### config.mk
export PLATFORM = sky130hd
export DESIGN_NAME = xlat_base_bank
export DESIGN_NICKNAME = d
export VERILOG_FILES = /design/src/rtl/xlat_base_pkg.sv /design/src/rtl/xb_access_gate.sv /design/src/rtl/xb_bank_reg.sv /design/src/rtl/xb_base_align.sv /design/src/rtl/xlat_base_bank.sv
export SDC_FILE = /design/constraint.sdc
export NUM_CORES = 1
export LEC_CHECK = 0
export BUFFER_PORTS_ARGS = -buffer_cell sky130_fd_sc_hd__buf_4
export CAP_MARGIN = 25
export CORE_MARGIN = 8
export CORE_UTILIZATION = 35
export CTS_CLUSTER_DIAMETER = 50
export CTS_CLUSTER_SIZE = 30
export DETAILED_ROUTE_END_ITERATION = 10
export PLACE_DENSITY = 0.65
export SLEW_MARGIN = 5
export SYNTH_ARGS = -nofsm -noshare
export SYNTH_HDL_FRONTEND = slang
export SYNTH_SLANG_ARGS = --single-unit
export TNS_END_PERCENT = 20
### constraint.sdc
create_clock -name clk_i -period 4.8 [get_ports clk_i]
set_input_delay 0.24 -clock clk_i [delete_from_list [all_inputs] [get_ports clk_i]]
set_output_delay 0.24 -clock clk_i [all_outputs]
set_load 0.02 [all_outputs]
### src/rtl/xlat_base_pkg.sv
package xlat_base_pkg;
  parameter int unsigned REG_W      = 64;
  parameter int unsigned SHORT_W    = 32;
  parameter int unsigned BASE_W     = 48;
  parameter int unsigned ASID_W     = 8;
  parameter int unsigned ASID_LSB   = 48;
  parameter int unsigned SHORT_LSB  = 7;
  parameter int unsigned LONG_CHK   = 3;
  parameter int unsigned ALIGN_CAP  = 14;
  parameter int unsigned SMALL_CAP  = 5;
  parameter int unsigned SIZE_W     = 3;
  parameter int unsigned PRIV_W     = 2;
  parameter int unsigned N_BANKS    = 2;

  typedef struct packed {
    logic [1:0] inner;
    logic [1:0] outer;
    logic       shareable;
    logic       inner_shr;
  } walk_attr_t;
endpackage

### src/rtl/xb_access_gate.sv
module xb_access_gate
  import xlat_base_pkg::*;
(
  input  logic [PRIV_W-1:0] priv_i,
  input  logic              secure_i,
  input  logic              rd_i,
  input  logic              wr_i,
  input  logic              lock_i,
  output logic              rd_ok_o,
  output logic              fault_o,
  output logic [N_BANKS-1:0] we_o
);
  logic allowed;
  assign allowed = (priv_i != '0);
  assign rd_ok_o = rd_i && allowed;
  assign fault_o = (rd_i || wr_i) && !allowed;

  always_comb begin
    we_o = '0;
    if (wr_i && allowed) begin
      if (secure_i) we_o[1] = !lock_i;
      else          we_o[0] = 1'b1;
    end
  end
endmodule

### src/rtl/xb_bank_reg.sv
module xb_bank_reg
  import xlat_base_pkg::*;
(
  input  logic             clk_i,
  input  logic             rst_ni,
  input  logic             we_i,
  input  logic             wide_i,
  input  logic             long_i,
  input  logic [REG_W-1:0] wdata_i,
  output logic [REG_W-1:0] q_o
);
  localparam int unsigned RES_LSB = ASID_LSB + ASID_W;
  localparam logic [REG_W-1:0] KEEP = REG_W'((65'(1) << RES_LSB) - 65'(1));
  localparam int unsigned RES_BIT = 2;

  logic [REG_W-1:0] nxt;

  always_comb begin
    nxt = q_o;
    if (long_i && wide_i) begin
      nxt = wdata_i & KEEP;
    end else begin
      nxt[SHORT_W-1:0] = wdata_i[SHORT_W-1:0];
      if (!long_i) nxt[RES_BIT] = 1'b0;
    end
  end

  always_ff @(posedge clk_i or negedge rst_ni) begin
    if (!rst_ni)   q_o <= '0;
    else if (we_i) q_o <= nxt;
  end

  // a copy without write enable holds
  a_r3_idle_hold: assert property (@(posedge clk_i) disable iff (!rst_ni)
    !we_i |=> $stable(q_o));
  // reserved top byte never stored
  a_r7_res_zero: assert property (@(posedge clk_i) disable iff (!rst_ni)
    q_o[REG_W-1:RES_LSB] == '0);
endmodule

### src/rtl/xb_base_align.sv
module xb_base_align
  import xlat_base_pkg::*;
(
  input  logic [REG_W-1:0]  raw_i,
  input  logic              long_i,
  input  logic [SIZE_W-1:0] n_i,
  input  logic [SIZE_W-1:0] t0sz_i,
  output logic [BASE_W-1:0] base_o,
  output logic              misalign_o,
  output walk_attr_t        attr_o,
  output logic [ASID_W-1:0] asid_o
);
  localparam logic [BASE_W-1:0] SHORT_LOW = BASE_W'((1 << SHORT_LSB) - 1);
  localparam logic [BASE_W-1:0] LONG_LOW  = BASE_W'((1 << LONG_CHK) - 1);

  logic [3:0]        x;
  logic [BASE_W-1:0] mask, short_full, long_full;

  always_comb begin
    if (!long_i)                  x = 4'(ALIGN_CAP) - {1'b0, n_i};
    else if (t0sz_i < SIZE_W'(2)) x = 4'(SMALL_CAP) - {1'b0, t0sz_i};
    else                          x = 4'(ALIGN_CAP) - {1'b0, t0sz_i};
  end

  assign mask       = {BASE_W{1'b1}} << x;
  assign short_full = {{(BASE_W-SHORT_W){1'b0}}, raw_i[SHORT_W-1:SHORT_LSB], {SHORT_LSB{1'b0}}};
  assign long_full  = raw_i[BASE_W-1:0];

  always_comb begin
    if (long_i) begin
      base_o     = long_full & mask;
      misalign_o = |(long_full & ~mask & ~LONG_LOW);
      attr_o     = '0;
      asid_o     = raw_i[ASID_LSB +: ASID_W];
    end else begin
      base_o           = short_full & mask;
      misalign_o       = 1'b0;
      attr_o.inner     = {raw_i[0], raw_i[6]};
      attr_o.outer     = raw_i[4:3];
      attr_o.shareable = raw_i[1];
      attr_o.inner_shr = raw_i[1] & raw_i[5];
      asid_o           = '0;
    end
  end
endmodule

### src/rtl/xlat_base_bank.sv
module xlat_base_bank
  import xlat_base_pkg::*;
(
  input  logic              clk_i,
  input  logic              rst_ni,
  input  logic [PRIV_W-1:0] priv_i,
  input  logic              secure_i,
  input  logic              rd_i,
  input  logic              wr_i,
  input  logic              wide_i,
  input  logic [REG_W-1:0]  wdata_i,
  input  logic              sec_wr_lock_i,
  input  logic              long_fmt_i,
  input  logic [SIZE_W-1:0] n_i,
  input  logic [SIZE_W-1:0] t0sz_i,
  output logic [REG_W-1:0]  rdata_o,
  output logic              fault_o,
  output logic [BASE_W-1:0] base_o,
  output logic              misalign_o,
  output logic [1:0]        inner_attr_o,
  output logic [1:0]        outer_attr_o,
  output logic              shareable_o,
  output logic              inner_shr_o,
  output logic [ASID_W-1:0] asid_o
);
  logic [N_BANKS-1:0] we;
  logic               rd_ok, fault_now;
  logic [REG_W-1:0]   bank_q [N_BANKS];
  logic [REG_W-1:0]   sel_q, rd_val;
  walk_attr_t         attr;

  xb_access_gate u_gate (
    .priv_i  (priv_i),
    .secure_i(secure_i),
    .rd_i    (rd_i),
    .wr_i    (wr_i),
    .lock_i  (sec_wr_lock_i),
    .rd_ok_o (rd_ok),
    .fault_o (fault_now),
    .we_o    (we)
  );

  for (genvar g = 0; g < N_BANKS; g++) begin : g_bank
    xb_bank_reg u_bank (
      .clk_i  (clk_i),
      .rst_ni (rst_ni),
      .we_i   (we[g]),
      .wide_i (wide_i),
      .long_i (long_fmt_i),
      .wdata_i(wdata_i),
      .q_o    (bank_q[g])
    );
  end

  assign sel_q = secure_i ? bank_q[1] : bank_q[0];

  // short view hides upper word and reserved bit 2
  assign rd_val = long_fmt_i ? sel_q
                : {{(REG_W-SHORT_W){1'b0}}, sel_q[SHORT_W-1:3], 1'b0, sel_q[1:0]};

  always_ff @(posedge clk_i or negedge rst_ni) begin
    if (!rst_ni) begin
      rdata_o <= '0;
      fault_o <= 1'b0;
    end else begin
      rdata_o <= rd_ok ? rd_val : '0;
      fault_o <= fault_now;
    end
  end

  xb_base_align u_align (
    .raw_i     (sel_q),
    .long_i    (long_fmt_i),
    .n_i       (n_i),
    .t0sz_i    (t0sz_i),
    .base_o    (base_o),
    .misalign_o(misalign_o),
    .attr_o    (attr),
    .asid_o    (asid_o)
  );

  assign inner_attr_o = attr.inner;
  assign outer_attr_o = attr.outer;
  assign shareable_o  = attr.shareable;
  assign inner_shr_o  = attr.inner_shr;

  a_r1_fault_rdata_zero: assert property (@(posedge clk_i) disable iff (!rst_ni)
    fault_o |-> rdata_o == '0);
  a_r1_user_no_write: assert property (@(posedge clk_i) disable iff (!rst_ni)
    (wr_i && priv_i == '0) |=> ($stable(bank_q[0]) && $stable(bank_q[1])));
  a_r4_lock_holds: assert property (@(posedge clk_i) disable iff (!rst_ni)
    (wr_i && secure_i && sec_wr_lock_i) |=> $stable(bank_q[1]));
  a_r2_short_hi_zero: assert property (@(posedge clk_i) disable iff (!rst_ni)
    (rd_i && !long_fmt_i) |=> (rdata_o[REG_W-1:SHORT_W] == '0 && !rdata_o[2]));
  a_r8_long_low_zero: assert property (@(posedge clk_i) disable iff (!rst_ni)
    long_fmt_i |-> base_o[LONG_CHK:0] == '0);
  a_r6_short_shape: assert property (@(posedge clk_i) disable iff (!rst_ni)
    !long_fmt_i |-> (base_o[SHORT_LSB-1:0] == '0 && base_o[BASE_W-1:SHORT_W] == '0 && !misalign_o));
  a_r11_nos_masked: assert property (@(posedge clk_i) disable iff (!rst_ni)
    !shareable_o |-> !inner_shr_o);
endmodule

# Word-level counts from Yosys, hierarchy flattened
# Cells that the tools add are included.
op_classes:
  n_addsub: 3
  n_mul: 0
  n_div: 0
  order_cmp: 1
  eq_ne: 0
  shift: 1
  n_mux: 14
  bitwise: 5
  reduce_logical: 11
op_table:
  columns: ["operator", "n"]
  rows:
  - ["$mux 56", 3]
  - ["$and 48x48->48", 2]
  - ["$and 32x48->48", 1]
  - ["$mux 48", 1]
  - ["$not 48->48", 1]
  - ["$shl 48x4->48 const A", 1]
  - ["$reduce_or 45->1", 1]
  - ["$mux 4", 2]
  - ["$mux 8", 1]
  - ["$sub 4x3->4 const A", 2]
  - ["$mux 6", 1]
  - ["$logic_and 1x1->1", 4]
  - ["$mux 1", 4]
  - ["$reduce_and 2->1", 2]
  - ["$sub 3x3->4 const A", 1]
  - ["$lt 3x2->1 const B", 1]
  - ["$mux 3", 1]
  - ["$logic_not 1->1", 2]
  - ["$mux 2", 1]
  - ["$reduce_bool 2->1", 1]
  - ["$and 1x1->1", 1]
  - ["$logic_or 1x1->1", 1]
word_totals:
  regBits: 169
  latch_bits: 0
  ramBits: 0
  rom_bits: 0
  inputBits: 80
  wordCells: 41
  memories: 0

# Depth between registers and ports, before layout
depth:
  ltp_word: 8
  mapped_depth: 9
  ltp_nobuf: 8

# Hierarchy
# Synthesis repeated with hierarchy kept, for this count alone.
unflattened:
  hier_cells: 600
  hier_area_um2: 8431.8
modules_own_cells:
  columns: ["mod", "n_inst", "cells_each", "area_per_inst_um2", "seq_area_each_um2"]
  rows:
  - ["xb_bank_reg", 2, 130, 2235.9, 1401.3]
  - ["xlat_base_bank", 1, 207, 3078.0, 1626.6]
  - ["xb_base_align", 1, 127, 840.8, 0.0]
  - ["xb_access_gate", 1, 6, 41.3, 0.0]

# Worst setup path after synthesis
# OpenSTA, ideal clock, no wires.
synth_timing:
  kind: "input port to output port"
  from: "input port t0sz_i[1]"
  to: "output port base_o[0]"
  arrival_ns: 1.894
  setup_slack_ns: 2.666
  cell_stages: 8
  n_path_buf: 1
  cell_sequence: "inv_1 > ha_1 > buf_4 > nand2b_1 > o21ai_1 > and2_1 > nand2_1 > nor4_1"
synth_via:
  elab_chain_cells: 6
  elab_cells_between_ends: 9
synth_lines:
  columns: ["element", "line_no", "text"]
  rows:
  - ["start, declared", "xlat_base_bank.sv:15", "input logic [SIZE_W-1:0] t0sz_i,"]
  - ["$sub 4x3->4, or another cell as far along", "xb_base_align.sv:22", "else x = 4'(ALIGN_CAP) - {1'b0, t0sz_i};"]
  - ["$mux 4 (*)", "xb_base_align.sv:21", "else if (t0sz_i < SIZE_W'(2)) x = 4'(SMALL_CAP) - {1'b0, t0sz_i};"]
  - ["$mux 4 (*)", "xb_base_align.sv:20", "if (!long_i) x = 4'(ALIGN_CAP) - {1'b0, n_i};"]
  - ["$shl 48x4->48 (*)", "xb_base_align.sv:25", "assign mask = {BASE_W{1'b1}} << x;"]
  - ["$and 32x48->48 or $and 48x48->48 (tied branches)", "xb_base_align.sv:36, xb_base_align.sv:31", null]
  - ["$mux 48 (*)", "xb_base_align.sv:30", "if (long_i) begin"]
  - ["end, declared", "xlat_base_bank.sv:18", "output logic [BASE_W-1:0] base_o,"]
# Mark *: on every way between the ends. The rest lies on a longest branch, timed or not.

# Final worst setup path
layout_timing:
  from: "input port secure_i"
  to: "output port misalign_o"
layout_via:
  elab_chain_cells: 4
layout_lines:
  columns: ["element", "line_no", "text"]
  rows:
  - ["start, declared", "xlat_base_bank.sv:7", "input logic secure_i,"]
  - ["$mux 56", "xlat_base_bank.sv:55", "assign sel_q = secure_i ? bank_q[1] : bank_q[0];"]
  - ["$and 48x48->48", "xb_base_align.sv:32", "misalign_o = |(long_full & ~mask & ~LONG_LOW);"]
  - ["$reduce_or 45->1", "xb_base_align.sv:32", null]
  - ["$mux 1", "xb_base_align.sv:30", null]
  - ["end, declared", "xlat_base_bank.sv:19", "output logic misalign_o,"]
# Every way passes these cells.

==> flow_summary.json <==
{
  "ctsLongestPathBuffers": 2,
  "antenna_found_initial": 0,
  "fin_tns_setup_ns": 0,
  "relSlewSlack": 0.414,
  "dieArea_mm2": 0.0258,
  "dr.pass1.iters": 6,
  "cts_sinks": 169,
  "portBuffers": 191,
  "synthMuxAreaShare": 0.252,
  "status": "finished, final reports clean",
  "globalplace.congestion": 0.842,
  "num_rows": 53,
  "wirelength_um": 19000,
  "clk_latency_ns": 0.41,
  "synth_ff_type": "dfrtp_1",
  "synth_commonest_cells": "dfrtp_1, mux2_2, nor2_1, mux2i_1, nor3_1",
  "route.detailed.drc": 0,
  "r2r_start": "g_bank[0].u_bank.q_o[3]$_DFFE_PN0P_",
  "grtUsageTotal": 0.150,
  "ys_ff_latch": 169,
  "yosysTopAreaCell": "dfrtp_1",
  "place_area_mm2": 0.00898,
  "synthAdderAreaFrac": 0.00856,
  "synth_compound_gate_area_share": 0.0303,
  "synth_top_family_by_area": "multiplexers",
  "async_reset_ff_frac": 1.00,
  "drv_slew": 0,
  "cts_tree": "done",
  "drt_iter0_drc": 167,
  "cellLeakagePower_nw": 4.59,
  "synth.distinct_cells": 44,
  "dp.cells": 1002,
  "required_ns": 4.56,
  "fin_nets": 832,
  "holdCritPathClass": "in -> reg",
  "fin_cells": 1034,
  "numCtsBuffers": 17,
  "cts_setup_buffers": 0,
  "syn_inst": 561,
  "synth-seq-area-share": 0.578,
  "first_global_vias": 5322,
  "finClkSkew_ns": 0.00934,
  "power_density_mw_per_mm2": 435,
  "antenna_left": 0,
  "rsz0062_at_grt": "false",
  "min-delay-start": "priv_i[0]",
  "fmax_ghz": 0.376,
  "synth_most_common_cell": "dfrtp_1",
  "grt_max_degree": 69,
  "synth-xor-area-share": 0.00359,
  "power_mw": 4.18,
  "drive_above_1_share": 0.462,
  "synth_top_cell_area_share": 0.578,
  "worst-setup-path-type": "in -> out",
  "cts.htree.levels": 4,
  "dp_hpwl_um": 13600,
  "io_pins": 208,
  "setup_violations": 0,
  "finalHoldViolCount": 0,
  "area_growth_pct": 31.4,
  "grt_overflow": 0,
  "startpoint_type": "input pin",
  "maxCapViolCount": 0,
  "synth-simple-area-share": 0.0893,
  "worst_pin_slew_ns": 0.876,
  "hold_ws_ns": 0.0407,
  "grt_first_pass_wirelength_um": 30600,
  "period_needed_ns": 2.66,
  "cts_root_buffer": "clkbuf_16",
  "peakVddDrop_v": 0.000228,
  "vias": 4906,
  "synth-edff-count": 0,
  "ys_warn_count": 0,
  "drt-vias-per-instance": 4.74,
  "die_h_um": 161,
  "fin_area_mm2": 0.00961,
  "synth.area.top_cells": "dfrtp_1, mux2_2, mux2i_1",
  "avgRoutedWirePerCell_um": 18.3,
  "path_clk_slew_ns": 0.07,
  "floorplan.initialDensity": 0.352,
  "cp.arrival_ns": 2.42,
  "cp-startpoint": "secure_i",
  "cp-end-kind": "output pin",
  "num_antenna_cells": 0,
  "die_x_um": 161,
  "cp_max_fo": 43,
  "fin_crit_sh": 0.555,
  "coreArea_mm2": 0.0208,
  "syn-mean-instance-area_um2": 13.0,
  "synth_area_mm2": 0.00731
}
## state kept, by name, summed over array words and instances (netlist names)
signal,cells
g_bank.u_bank.q_o,112
rdata_o,56
fault_o,1
## timing repair
item                                    4_1_cts  5_1_grt
endpoints found under the setup margin        0        0
endpoints found under the hold margin        66        0
resized for setup                             0        0
hold buffers                                  1        0
## placed cells by master, fill, tap and decap left out, drive strengths merged, types with 2 or more instances in the layout
cell type / n
bufinv: 3
and3: 2
dfrtp: 169
nor2: 59
nand3: 3
nor3: 31
nand2b: 4
a31oi: 2
o221ai: 2
inv: 15
a21oi: 13
o31ai: 2
ha: 5
mux2i: 39
xor2: 2
conb: 8
nor3b: 2
mux2: 129
clkinv: 2
nor2b: 20
buf: 200
o21ai: 6
nand2: 10
clkinvlp: 2
clkbuf: 17
## logic make-up (layout without fill, tap and decap cells)
kind of cell	after synthesis	count (layout)
xor+xnor	3	3
buf+inv	49	240
other cells	1	8
compound gates	31	31
flops	169	169
fa+ha+maj	5	5
mux	168	168
simple gates	135	135
## cell type report
| class | instances | area, µm² |
|---|---|---|
| Fill cell | 1918 | 11200 |
| Clock buffer | 17 | 425 |
| Timing Repair Buffer | 201 | 1540 |
| Inverter | 8 | 30.0 |
| Clock inverter | 14 | 186 |
| Sequential cell | 169 | 4230 |
| Multi-Input combinational cell | 350 | 2860 |
| Tap cell | 275 | 344 |
## final timing paths
| path | slack, ns | to | cells past startpoint |
|---|---|---|---|
| max in group asynchronous | 3.25 | g_bank[0].u_bank.q_o[20]$_DFFE_PN0P_ | 3 |
| hold reg to reg | 0.48 | g_bank[1].u_bank.q_o[51]$_DFFE_PN0P_ | 1 |
| hold / removal | 0.04 | fault_o$_DFF_PN0_ | 2 |
| setup / recovery | 2.14 | misalign_o | 7 |
| min in group asynchronous | 0.37 | rdata_o[36]$_DFF_PN0_ | 2 |
| setup reg to reg | 3.60 | rdata_o[3]$_DFF_PN0_ | 2 |
## report_power, final
part	internal, mW	total [mW]	switching, mW
logic	0.455	0.968	0.513
clock network	0.832	1.44	0.603
registers	1.67	1.77	0.108
total	2.95	4.18	1.22
## critical path, cell delays in order
cell and delay [ns]:
buf_4 0.56, buf_4 0.47, mux2i_1 0.49, inv_1 0.08, o221ai_1 0.22, a41oi_2 0.16, buf_4 0.18
## routing by layer
metal | GRT usage | vias up | wire [µm]
li1 | - | 2300 | -
met4 | 0.0459 | 0 | 290
met2 | 0.249 | 137 | 9380
met1 | 0.188 | 2455 | 8290
met3 | 0.0386 | 14 | 1000
met5 | 0 | - | 0
## through the flow
step                 util  setup WS (ns)
floorplan               -           2.67
finish              0.463           2.14
CTS                 0.463           2.10
detailed placement  0.433           2.11
global placement    0.431           2.11
global route        0.463           1.87
Note: power is estimated with default switching activity, not from simulation.
